### src/rtl/dmi_ctrl_pkg.sv
package dmi_ctrl_pkg;
   localparam logic [1:0] OP_NOP  = 2'd0;
   localparam logic [1:0] OP_RD   = 2'd1;
   localparam logic [1:0] OP_WR   = 2'd2;
   localparam logic [1:0] ST_OK   = 2'd0;
   localparam logic [1:0] ST_FAIL = 2'd2;
   localparam logic [1:0] ST_BUSY = 2'd3;
   localparam logic [3:0] CTL_VERSION = 4'd1;
   localparam int CTL_USED = 12;
endpackage

### src/rtl/dmi_word_codec.sv
module dmi_word_codec #(
   parameter int ABITS = 7,
   parameter int DBITS = 32,
   localparam int CW   = ABITS + DBITS + 2
) (
   input  logic [CW-1:0]    upd_word,
   output logic [ABITS-1:0] upd_addr,
   output logic [DBITS-1:0] upd_data,
   output logic [1:0]       upd_op,
   input  logic [ABITS-1:0] cap_addr,
   input  logic [DBITS-1:0] cap_data,
   input  logic [1:0]       cap_op,
   output logic [CW-1:0]    cap_word
);
   localparam int DLO = 2;
   localparam int ALO = DBITS + 2;

   always_comb begin
      upd_op   = upd_word[1:0];
      upd_data = upd_word[DLO +: DBITS];
      upd_addr = upd_word[ALO +: ABITS];
      cap_word = {cap_addr, cap_data, cap_op};
   end
endmodule

### src/rtl/dmi_req_tracker.sv
module dmi_req_tracker
   import dmi_ctrl_pkg::*;
#(
   parameter int ABITS = 7,
   parameter int DBITS = 32
) (
   input  logic             clk,
   input  logic             rst_n,
   input  logic             start,
   input  logic [ABITS-1:0] start_addr,
   input  logic [DBITS-1:0] start_data,
   input  logic [1:0]       start_op,
   output logic             req_valid,
   input  logic             req_ready,
   output logic [ABITS-1:0] req_addr,
   output logic [DBITS-1:0] req_data,
   output logic [1:0]       req_op,
   input  logic             rsp_valid,
   output logic             rsp_ready,
   output logic             rsp_fire,
   output logic             outstanding,
   output logic             wr_pending
);
   logic             valid_q;
   logic             pend_q;
   logic             is_wr_q;
   logic [ABITS-1:0] addr_q;
   logic [DBITS-1:0] data_q;
   logic [1:0]       op_q;

   always_ff @(posedge clk or negedge rst_n) begin
      if (!rst_n) begin
         valid_q <= 1'b0;
         pend_q  <= 1'b0;
         is_wr_q <= 1'b0;
         addr_q  <= '0;
         data_q  <= '0;
         op_q    <= OP_NOP;
      end else begin
         if (start) begin
            valid_q <= 1'b1;
            addr_q  <= start_addr;
            data_q  <= start_data;
            op_q    <= start_op;
            is_wr_q <= (start_op == OP_WR);
         end else if (valid_q && req_ready) begin
            valid_q <= 1'b0;
         end
         if (start)         pend_q <= 1'b1;
         else if (rsp_fire) pend_q <= 1'b0;
      end
   end

   always_comb begin
      req_valid   = valid_q;
      req_addr    = addr_q;
      req_data    = data_q;
      req_op      = op_q;
      rsp_ready   = pend_q && (is_wr_q ? rsp_valid : !valid_q);
      rsp_fire    = rsp_valid && rsp_ready;
      outstanding = pend_q;
      wr_pending  = pend_q && is_wr_q;
   end
endmodule

### src/rtl/dmi_sticky_status.sv
module dmi_sticky_status
   import dmi_ctrl_pkg::*;
#(
   parameter int ABITS = 7,
   parameter int DBITS = 32
) (
   input  logic             clk,
   input  logic             rst_n,
   input  logic             cap_evt,
   input  logic             upd_evt,
   input  logic             clear_evt,
   input  logic             outstanding,
   input  logic             rsp_valid,
   input  logic             rsp_fire,
   input  logic [1:0]       rsp_op,
   input  logic [DBITS-1:0] rsp_data,
   input  logic             start,
   input  logic [ABITS-1:0] start_addr,
   output logic             busy,
   output logic             sticky_busy,
   output logic             sticky_err,
   output logic             downgrade,
   output logic [ABITS-1:0] cap_addr,
   output logic [DBITS-1:0] cap_data,
   output logic [1:0]       cap_op,
   output logic [1:0]       ctl_stat
);
   logic             sbusy_q;
   logic             serr_q;
   logic             dg_q;
   logic [ABITS-1:0] st_addr_q;
   logic [DBITS-1:0] st_data_q;
   logic [1:0]       st_op_q;

   assign busy = (outstanding && !rsp_valid) || sbusy_q;

   always_ff @(posedge clk or negedge rst_n) begin
      if (!rst_n) begin
         sbusy_q   <= 1'b0;
         serr_q    <= 1'b0;
         dg_q      <= 1'b0;
         st_addr_q <= '0;
         st_data_q <= '0;
         st_op_q   <= ST_OK;
      end else begin
         if (clear_evt)                         sbusy_q <= 1'b0;
         else if ((cap_evt || upd_evt) && busy) sbusy_q <= 1'b1;

         if (clear_evt)                         serr_q <= 1'b0;
         else if (rsp_fire && rsp_op != 2'd0)   serr_q <= 1'b1;

         if (cap_evt)      dg_q <= !busy && (st_op_q != ST_OK);
         else if (upd_evt) dg_q <= 1'b0;

         if (start) st_addr_q <= start_addr;
         if (rsp_fire) begin
            st_data_q <= rsp_data;
            st_op_q   <= (rsp_op == 2'd0) ? ST_OK : ST_FAIL;
         end
      end
   end

   always_comb begin
      sticky_busy = sbusy_q;
      sticky_err  = serr_q;
      downgrade   = dg_q;
      cap_addr    = st_addr_q;
      cap_data    = st_data_q;
      cap_op      = busy ? ST_BUSY : st_op_q;
      if (sbusy_q)     ctl_stat = ST_BUSY;
      else if (serr_q) ctl_stat = ST_FAIL;
      else             ctl_stat = ST_OK;
   end
endmodule

### src/rtl/dmi_xfer_ctrl.sv
module dmi_xfer_ctrl
   import dmi_ctrl_pkg::*;
#(
   parameter int ABITS = 7,
   parameter int DBITS = 32,
   parameter int CTL_W = 32,
   localparam int CW   = ABITS + DBITS + 2
) (
   input  logic             clk,
   input  logic             rst_n,
   input  logic             dmi_upd_evt,
   input  logic [CW-1:0]    dmi_upd_word,
   input  logic             dmi_cap_evt,
   output logic [CW-1:0]    dmi_cap_word,
   input  logic             ctl_upd_evt,
   input  logic             ctl_clear_bit,
   output logic [CTL_W-1:0] ctl_cap_word,
   output logic             req_valid,
   input  logic             req_ready,
   output logic [ABITS-1:0] req_addr,
   output logic [DBITS-1:0] req_data,
   output logic [1:0]       req_op,
   input  logic             rsp_valid,
   output logic             rsp_ready,
   input  logic [DBITS-1:0] rsp_data,
   input  logic [1:0]       rsp_op
);
   generate
      if (ABITS < 1 || ABITS > 63) begin : g_bad_abits
         $error("ABITS must lie in 1..63");
      end
      if (DBITS < 1) begin : g_bad_dbits
         $error("DBITS must be positive");
      end
      if (CTL_W < CTL_USED) begin : g_bad_ctlw
         $error("CTL_W too narrow for the status layout");
      end
   endgenerate

   logic [ABITS-1:0] u_addr;
   logic [DBITS-1:0] u_data;
   logic [1:0]       u_op;
   logic [ABITS-1:0] c_addr;
   logic [DBITS-1:0] c_data;
   logic [1:0]       c_op;
   logic [1:0]       stat_w;
   logic             busy_w;
   logic             sticky_busy_w;
   logic             sticky_err_w;
   logic             downgrade_w;
   logic             outstanding_w;
   logic             wr_pending_w;
   logic             rsp_fire_w;
   logic             accept_w;
   logic             clear_w;
   logic             real_op_w;

   dmi_word_codec #(.ABITS(ABITS), .DBITS(DBITS)) u_codec (
      .upd_word (dmi_upd_word),
      .upd_addr (u_addr),
      .upd_data (u_data),
      .upd_op   (u_op),
      .cap_addr (c_addr),
      .cap_data (c_data),
      .cap_op   (c_op),
      .cap_word (dmi_cap_word)
   );

   always_comb begin
      real_op_w = (u_op == OP_RD) || (u_op == OP_WR);
      accept_w  = dmi_upd_evt && real_op_w && !busy_w && !downgrade_w &&
                  (!outstanding_w || rsp_fire_w);
      clear_w   = ctl_upd_evt && ctl_clear_bit;
   end

   dmi_req_tracker #(.ABITS(ABITS), .DBITS(DBITS)) u_track (
      .clk         (clk),
      .rst_n       (rst_n),
      .start       (accept_w),
      .start_addr  (u_addr),
      .start_data  (u_data),
      .start_op    (u_op),
      .req_valid   (req_valid),
      .req_ready   (req_ready),
      .req_addr    (req_addr),
      .req_data    (req_data),
      .req_op      (req_op),
      .rsp_valid   (rsp_valid),
      .rsp_ready   (rsp_ready),
      .rsp_fire    (rsp_fire_w),
      .outstanding (outstanding_w),
      .wr_pending  (wr_pending_w)
   );

   dmi_sticky_status #(.ABITS(ABITS), .DBITS(DBITS)) u_stat (
      .clk         (clk),
      .rst_n       (rst_n),
      .cap_evt     (dmi_cap_evt),
      .upd_evt     (dmi_upd_evt),
      .clear_evt   (clear_w),
      .outstanding (outstanding_w),
      .rsp_valid   (rsp_valid),
      .rsp_fire    (rsp_fire_w),
      .rsp_op      (rsp_op),
      .rsp_data    (rsp_data),
      .start       (accept_w),
      .start_addr  (u_addr),
      .busy        (busy_w),
      .sticky_busy (sticky_busy_w),
      .sticky_err  (sticky_err_w),
      .downgrade   (downgrade_w),
      .cap_addr    (c_addr),
      .cap_data    (c_data),
      .cap_op      (c_op),
      .ctl_stat    (stat_w)
   );

   localparam logic [5:0] ABITS_FIELD = 6'(ABITS);

   generate
      if (CTL_W > CTL_USED) begin : g_ctl_pad
         assign ctl_cap_word = {{(CTL_W-CTL_USED){1'b0}}, stat_w, ABITS_FIELD, CTL_VERSION};
      end else begin : g_ctl_exact
         assign ctl_cap_word = {stat_w, ABITS_FIELD, CTL_VERSION};
      end
   endgenerate
endmodule

### config.mk
export PLATFORM = sky130hd
export DESIGN_NAME = dmi_xfer_ctrl
export DESIGN_NICKNAME = d
export VERILOG_FILES = /design/src/rtl/dmi_ctrl_pkg.sv /design/src/rtl/dmi_word_codec.sv /design/src/rtl/dmi_req_tracker.sv /design/src/rtl/dmi_sticky_status.sv /design/src/rtl/dmi_xfer_ctrl.sv
export SDC_FILE = /design/constraint.sdc
export NUM_CORES = 1
export LEC_CHECK = 0
export BUFFER_PORTS_ARGS = -buffer_cell sky130_fd_sc_hd__buf_2
export CORE_ASPECT_RATIO = 0.7
export CORE_MARGIN = 2
export CORE_UTILIZATION = 35
export CTS_BUF_LIST = sky130_fd_sc_hd__clkbuf_4 sky130_fd_sc_hd__clkbuf_8 sky130_fd_sc_hd__clkbuf_16
export DETAILED_ROUTE_END_ITERATION = 10
export GPL_TIMING_DRIVEN = 1
export PLACE_DENSITY_LB_ADDON = 0.12
export SETUP_SLACK_MARGIN = 0.3
export SLEW_MARGIN = 40
export SYNTH_ARGS = -nofsm -noshare
export SYNTH_HDL_FRONTEND = slang
export SYNTH_SLANG_ARGS = --single-unit
### constraint.sdc
create_clock -name clk -period 1.85 [get_ports clk]
set_clock_uncertainty 0.05 [all_clocks]
set_input_delay 0.0925 -clock clk [delete_from_list [all_inputs] [get_ports clk]]
set_output_delay 0.0925 -clock clk [all_outputs]
set_load 0.05 [all_outputs]
# == Word-level counts from Yosys, hierarchy flattened ==
# Index checks and enable logic that the tools add are counted.
# word_totals
reg_bits,81
out_inout_bits,116
wordCells,57
# op_classes
n_eq_ne,2
mux,15
reduce_logical,29
# ops
operator,n
$reduce_bool 2->1,7
$logic_and 1x1->1,12
$mux 1,11
$mux 2,4
$logic_not 1->1,5
$logic_or 1x1->1,4
$eq 2x1->1 const B,1
$eq 2x2->1 const B,1
$logic_not 2->1,1

# == Longest topological paths before layout ==
# logic_depth
depth_word,8
depth_mapped,6

# == Cells and area by module ==
# Synthesis repeated with hierarchy kept, for this count alone.
# unflattened
hier_cells,323
hier_area_um2,4461.8
# modules_own_cells
module,instances,cells_per_inst,area_per_inst_um2,seq_area_each_um2
dmi_req_tracker,1,101,1804.2,1101.1
dmi_sticky_status,1,103,1775.5,1076.0
dmi_word_codec,1,82,615.6,0.0
dmi_xfer_ctrl,1,37,266.5,0.0

# == Worst setup path after synthesis ==
# OpenSTA, ideal clock, no wires.
# synth_timing
path_type,reg2reg
start,register u_track.valid_q (netlist: u_track.req_valid)
end,register u_stat.st_addr_q[6] (netlist: u_stat.cap_addr[6])
setup_time_ns,0.125
t_arrival_ns,1.646
required_ns,1.675
setup_slack_ns,0.029
path_stages_with_launch,6
path_buffers,1
cell_sequence,dfrtp_1 nand2b_1 a21bo_2 nand4_4 buf_6 mux2_4
# synth_via
elab_chain_cells,6
# synth_lines
item,line,rtl
"start, declared",dmi_req_tracker.sv:24,logic valid_q;
"start signal, assigned",dmi_req_tracker.sv:33,valid_q <= 1'b0;
"start signal, assigned",dmi_req_tracker.sv:41,valid_q <= 1'b1;
"start signal, assigned",dmi_req_tracker.sv:47,valid_q <= 1'b0;
$logic_not 1->1,dmi_req_tracker.sv:59,rsp_ready = pend_q && (is_wr_q ? rsp_valid : !valid_q);
$mux 1,dmi_req_tracker.sv:59,
$logic_and 1x1->1,dmi_req_tracker.sv:59,
$logic_and 1x1->1,dmi_req_tracker.sv:60,rsp_fire = rsp_valid && rsp_ready;
$logic_or 1x1->1,dmi_xfer_ctrl.sv:72,(!outstanding_w || rsp_fire_w);
$logic_and 1x1->1,dmi_xfer_ctrl.sv:71,accept_w = dmi_upd_evt && real_op_w && !busy_w && !downgrade_w &&
"end signal, assigned",dmi_sticky_status.sv:55,if (start) st_addr_q <= start_addr;
"end, declared",dmi_sticky_status.sv:31,logic [ABITS-1:0] st_addr_q;
# Every way passes these cells.
# A chain may end at the register's enable or synchronous reset.

# == Worst setup path in the final report ==
# layout_timing
start,register u_track.is_wr_q
end,register u_track.data_q[12] (netlist: u_track.req_data[12])
# layout_via
elab_chain_cells,5
# layout_lines
item,line,rtl
"start, declared",dmi_req_tracker.sv:26,logic is_wr_q;
"start signal, assigned",dmi_req_tracker.sv:45,is_wr_q <= (start_op == OP_WR);
$mux 1,dmi_req_tracker.sv:59,
$logic_and 1x1->1,dmi_req_tracker.sv:59,
$logic_and 1x1->1,dmi_req_tracker.sv:60,
$logic_or 1x1->1,dmi_xfer_ctrl.sv:72,
$logic_and 1x1->1,dmi_xfer_ctrl.sv:71,
"end signal, assigned",dmi_req_tracker.sv:43,data_q <= start_data;
"end, declared",dmi_req_tracker.sv:28,logic [DBITS-1:0] data_q;
# Every way passes these cells.

==> metrics.md <==
| Metric | Value |
|---|---|
| Status | `completed` |
| Hold Vio Cnt, Final | `0` |
| Final Net Count | `around 570` |
| Clk_lat worst skew | `around 0.32 ns` |
| Die height | `approximately 88 um` |
| Unrepaired setup endpoints after global routing | `yes` |
| Global Route Usage Sum | `15.3%` |
| Register bit total from synthesis | `80` |
| Count of cell types in the netlist | `23` |
| Post-Route WL | `just over 8000 um` |
| Antenna violations before repair | `0` |
| Row count | `30` |
| Final setup vio count | `0` |
| Area Overhead vs Synth | `61.7%` |
| P_sw | `5720 uW` |
| Vias in the first global route | `about 2600` |
| Dpl hpwl | `between 5000 and 6000 um` |
| Internal | `6170 uW` |
| Layout cells sized above 1 | `roughly 58%` |
| Sw Share | `between 40% and 50%` |
| Sequential-to-total area share from yosys stat | `a little under three fifths` |
| VDD IR max | `approximately 0.0012 V` |
| Core Box Area | `about 9700 um2` |
| Vias | `2571` |
| Register area | `between 2000 and 2500 um2` |
| Die X | `around 120 um` |
| Area occupied by multi-input gates | `between 1000 and 1500 um2` |
| Final min period | `between 1.5 and 2 ns` |
| H-tree depth | `3` |
| Comb power frac | `56.7%` |
| Achievable frequency | `between 600 and 700 MHz` |
| Netlist Area Pre-Place | `3520 um2` |
| Number of diodes | `0` |
| Min-Delay Path Class | `input port to flop` |
| TNS Setup | `0 ns` |
| DR iter-0 viols | `93` |
| Post-DRT Antenna Nets | `0` |
| CTS tree | `yes` |
| Die area | `~11000 um2` |
| Post-Place Worst Slack | `approximately 0.075 ns` |
| Total congestion overflow | `0` |
| Max Cap Viol | `0` |
| CTS Sinks | `80` |
| Final setup margin | `0.263 ns` |
| Initial core utilization | `a little over a third` |
| Worst-Margin Slew | `around 0.57 ns` |
| DRC viols | `0` |
| CP endpoint kind | `flop` |
| Yosys warns | `0` |
| Clk slew on worst S/H paths | `0.06 ns` |
| First-pass GRT wire length | `about 13000 um` |
| CTS buffer count | `9` |
| WP data arrival | `1.75 ns` |
| Leakage | `roughly 0.0030 uW` |
| Power per cell area | `~2100 nW/um2` |
| Drt first pass iters | `4` |
| Final instance area | `~5700 um2` |
| Top Ports | `199` |
| Clock share of power | `17.0%` |
| Sequential share of power | `about a quarter` |
| CTS max path bufs | `2` |
| CP startpoint kind | `flop` |
| Post-Synthesis Cells | `229` |
| Worst-path maximum fanout | `9` |
| GP Congestion | `between 0.7 and 0.8` |
| Slew HR | `between 60% and 70%` |
| Final period utilization | `between 80% and 90%` |
| Clock root buffer | `clkbuf_16` |
| Pin count of the biggest net entering global routing | `44` |
| Most common cell after layout, fill and taps aside | `buf_2` |
| Area after DPL | `approximately 4400 um2` |
| Via density | `about 4.2` |
| Number of port buffers | `approximately 170` |
| Crit Path Class | `flop to flop` |
| Fillcell total | `about 800` |
| Worst Path Required | `2.01 ns` |
| Syn Area/Cell | `15.4 um2` |
| Routed length per instance | `between 10 and 15 um` |
| Pins Over Slew Limit | `0` |
| Commonest cells after routing, fill and taps aside | `buf_2, dlygate4sd3_1, dfrtp_1` |
## metal layers
metal | up-vias | wire length, um | track usage [%]
li1 | 1227 | - | -
met5 | - | 0 | 0
met4 | 0 | 99 | 4.65
met2 | 121 | 3730 | 24.4
met1 | 1214 | 3700 | 19.6
met3 | 9 | 752 | 5.73
## metrics by stage
stage / util [%] / power [uW] / instances / hold slack [ns]
detailed placement: 45.2 / 9560 / 514 / 0.0887
CTS: 58.4 / 12000 / 618 / 0.0554
global placement: 45.2 / 9510 / 514 / 0.0925
finish: 58.5 / 11900 / 619 / 0.0683
global route: 58.5 / 12400 / 619 / 0.0834
floorplan: - / 8310 / 257 / -0.253
## worst max-delay path, cell delays in order (launching register included)
cell	delay [ns]
dfrtp_1	0.38
nand2b_4	0.15
a21bo_4	0.22
nand4_4	0.09
bufbuf_16	0.30
mux2_4	0.29
## kinds of logic after synthesis
logic type               synth area share (%)
AO/OA/AOI/OAI                            1.85
adder cells (fa/ha/maj)                 0.355
buffers and inverters                    10.5
flip-flops                               56.9
multiplexers                             27.8
other                                   0.213
AND/OR/NAND/NOR                          2.42
## path summary, 6_finish.rpt
path,start,end,slack (ns),depth (start not counted)
setup / recovery,u_track.is_wr_q,u_track.req_data[12],0.26,5
hold / removal,rsp_valid,u_track.outstanding,0.07,3
setup reg to reg,u_track.is_wr_q,u_track.req_data[12],0.26,5
hold reg to reg,u_stat.cap_data[2],u_stat.cap_data[2],0.45,1
max in group asynchronous,rst_n,u_track.req_data[10],0.87,3
min in group asynchronous,rst_n,u_stat.cap_data[11],0.26,2
## repair_timing
action / in CTS / in global routing
hold endpoints to repair: 120 / 0
pin swaps: 0 / 0
resized for setup: 6 / 4
setup endpoints to repair: 39 / 44
gates cloned: 2 / 0
buffers inserted: 8 / 1
hold buffers: 79 / 0
## power groups by stage
| stage | Combinational (uW) | Sequential [uW] | Clock, uW |
|---|---|---|---|
| 5_1_grt | 7030 | 3230 | 2160 |
| 3_3_place_gp | 6400 | 3110 | 0 |
| 3_5_place_dp | 6450 | 3110 | 0 |
| 6_report | 6740 | 3120 | 2030 |
| 2_1_floorplan | 2280 | 6020 | 0 |
| 4_1_cts | 6750 | 3120 | 2090 |
## cells in the mapped netlist, drive strengths merged
cell type	count	area, um2
buf	46	353
nand2b	3	18.8
a21oi	2	21.3
inv	4	15.0
nor3	1	5.00
mux2	74	980
nand2	2	7.51
a2bb2oi	1	8.76
a21o	1	7.51
or2	1	6.26
nand4	1	21.3
a211oi	1	7.51
dfrtp	80	2000
conb	2	7.51
a21bo	1	10.0
ha	1	12.5
nand3	3	15.0
o21ai	2	10.0
nor2	3	11.3
## registers in the layout (all words and copies together), names as in the netlist
| name | flops |
|---|---|
| u_stat.cap_data | 32 |
| u_track.is_wr_q | 1 |
| u_track.req_valid | 1 |
| u_track.req_op | 2 |
| u_track.req_data | 32 |
| u_stat.sticky_busy | 1 |
| u_track.outstanding | 1 |
| u_stat.cap_addr | 7 |
| u_stat.sticky_err | 1 |
| u_stat.downgrade | 1 |
| u_stat.st_op_q | 1 |
## cell type report
cell class,instances,area share (%)
clock buffer,12,4.46
clock inverter,3,1.58
inverter,4,0.264
multi-input combinational,127,22.6
sequential,80,35.2
tap,128,2.81
timing repair buffer,265,33.1
Power figures use the tool's default switching activity.
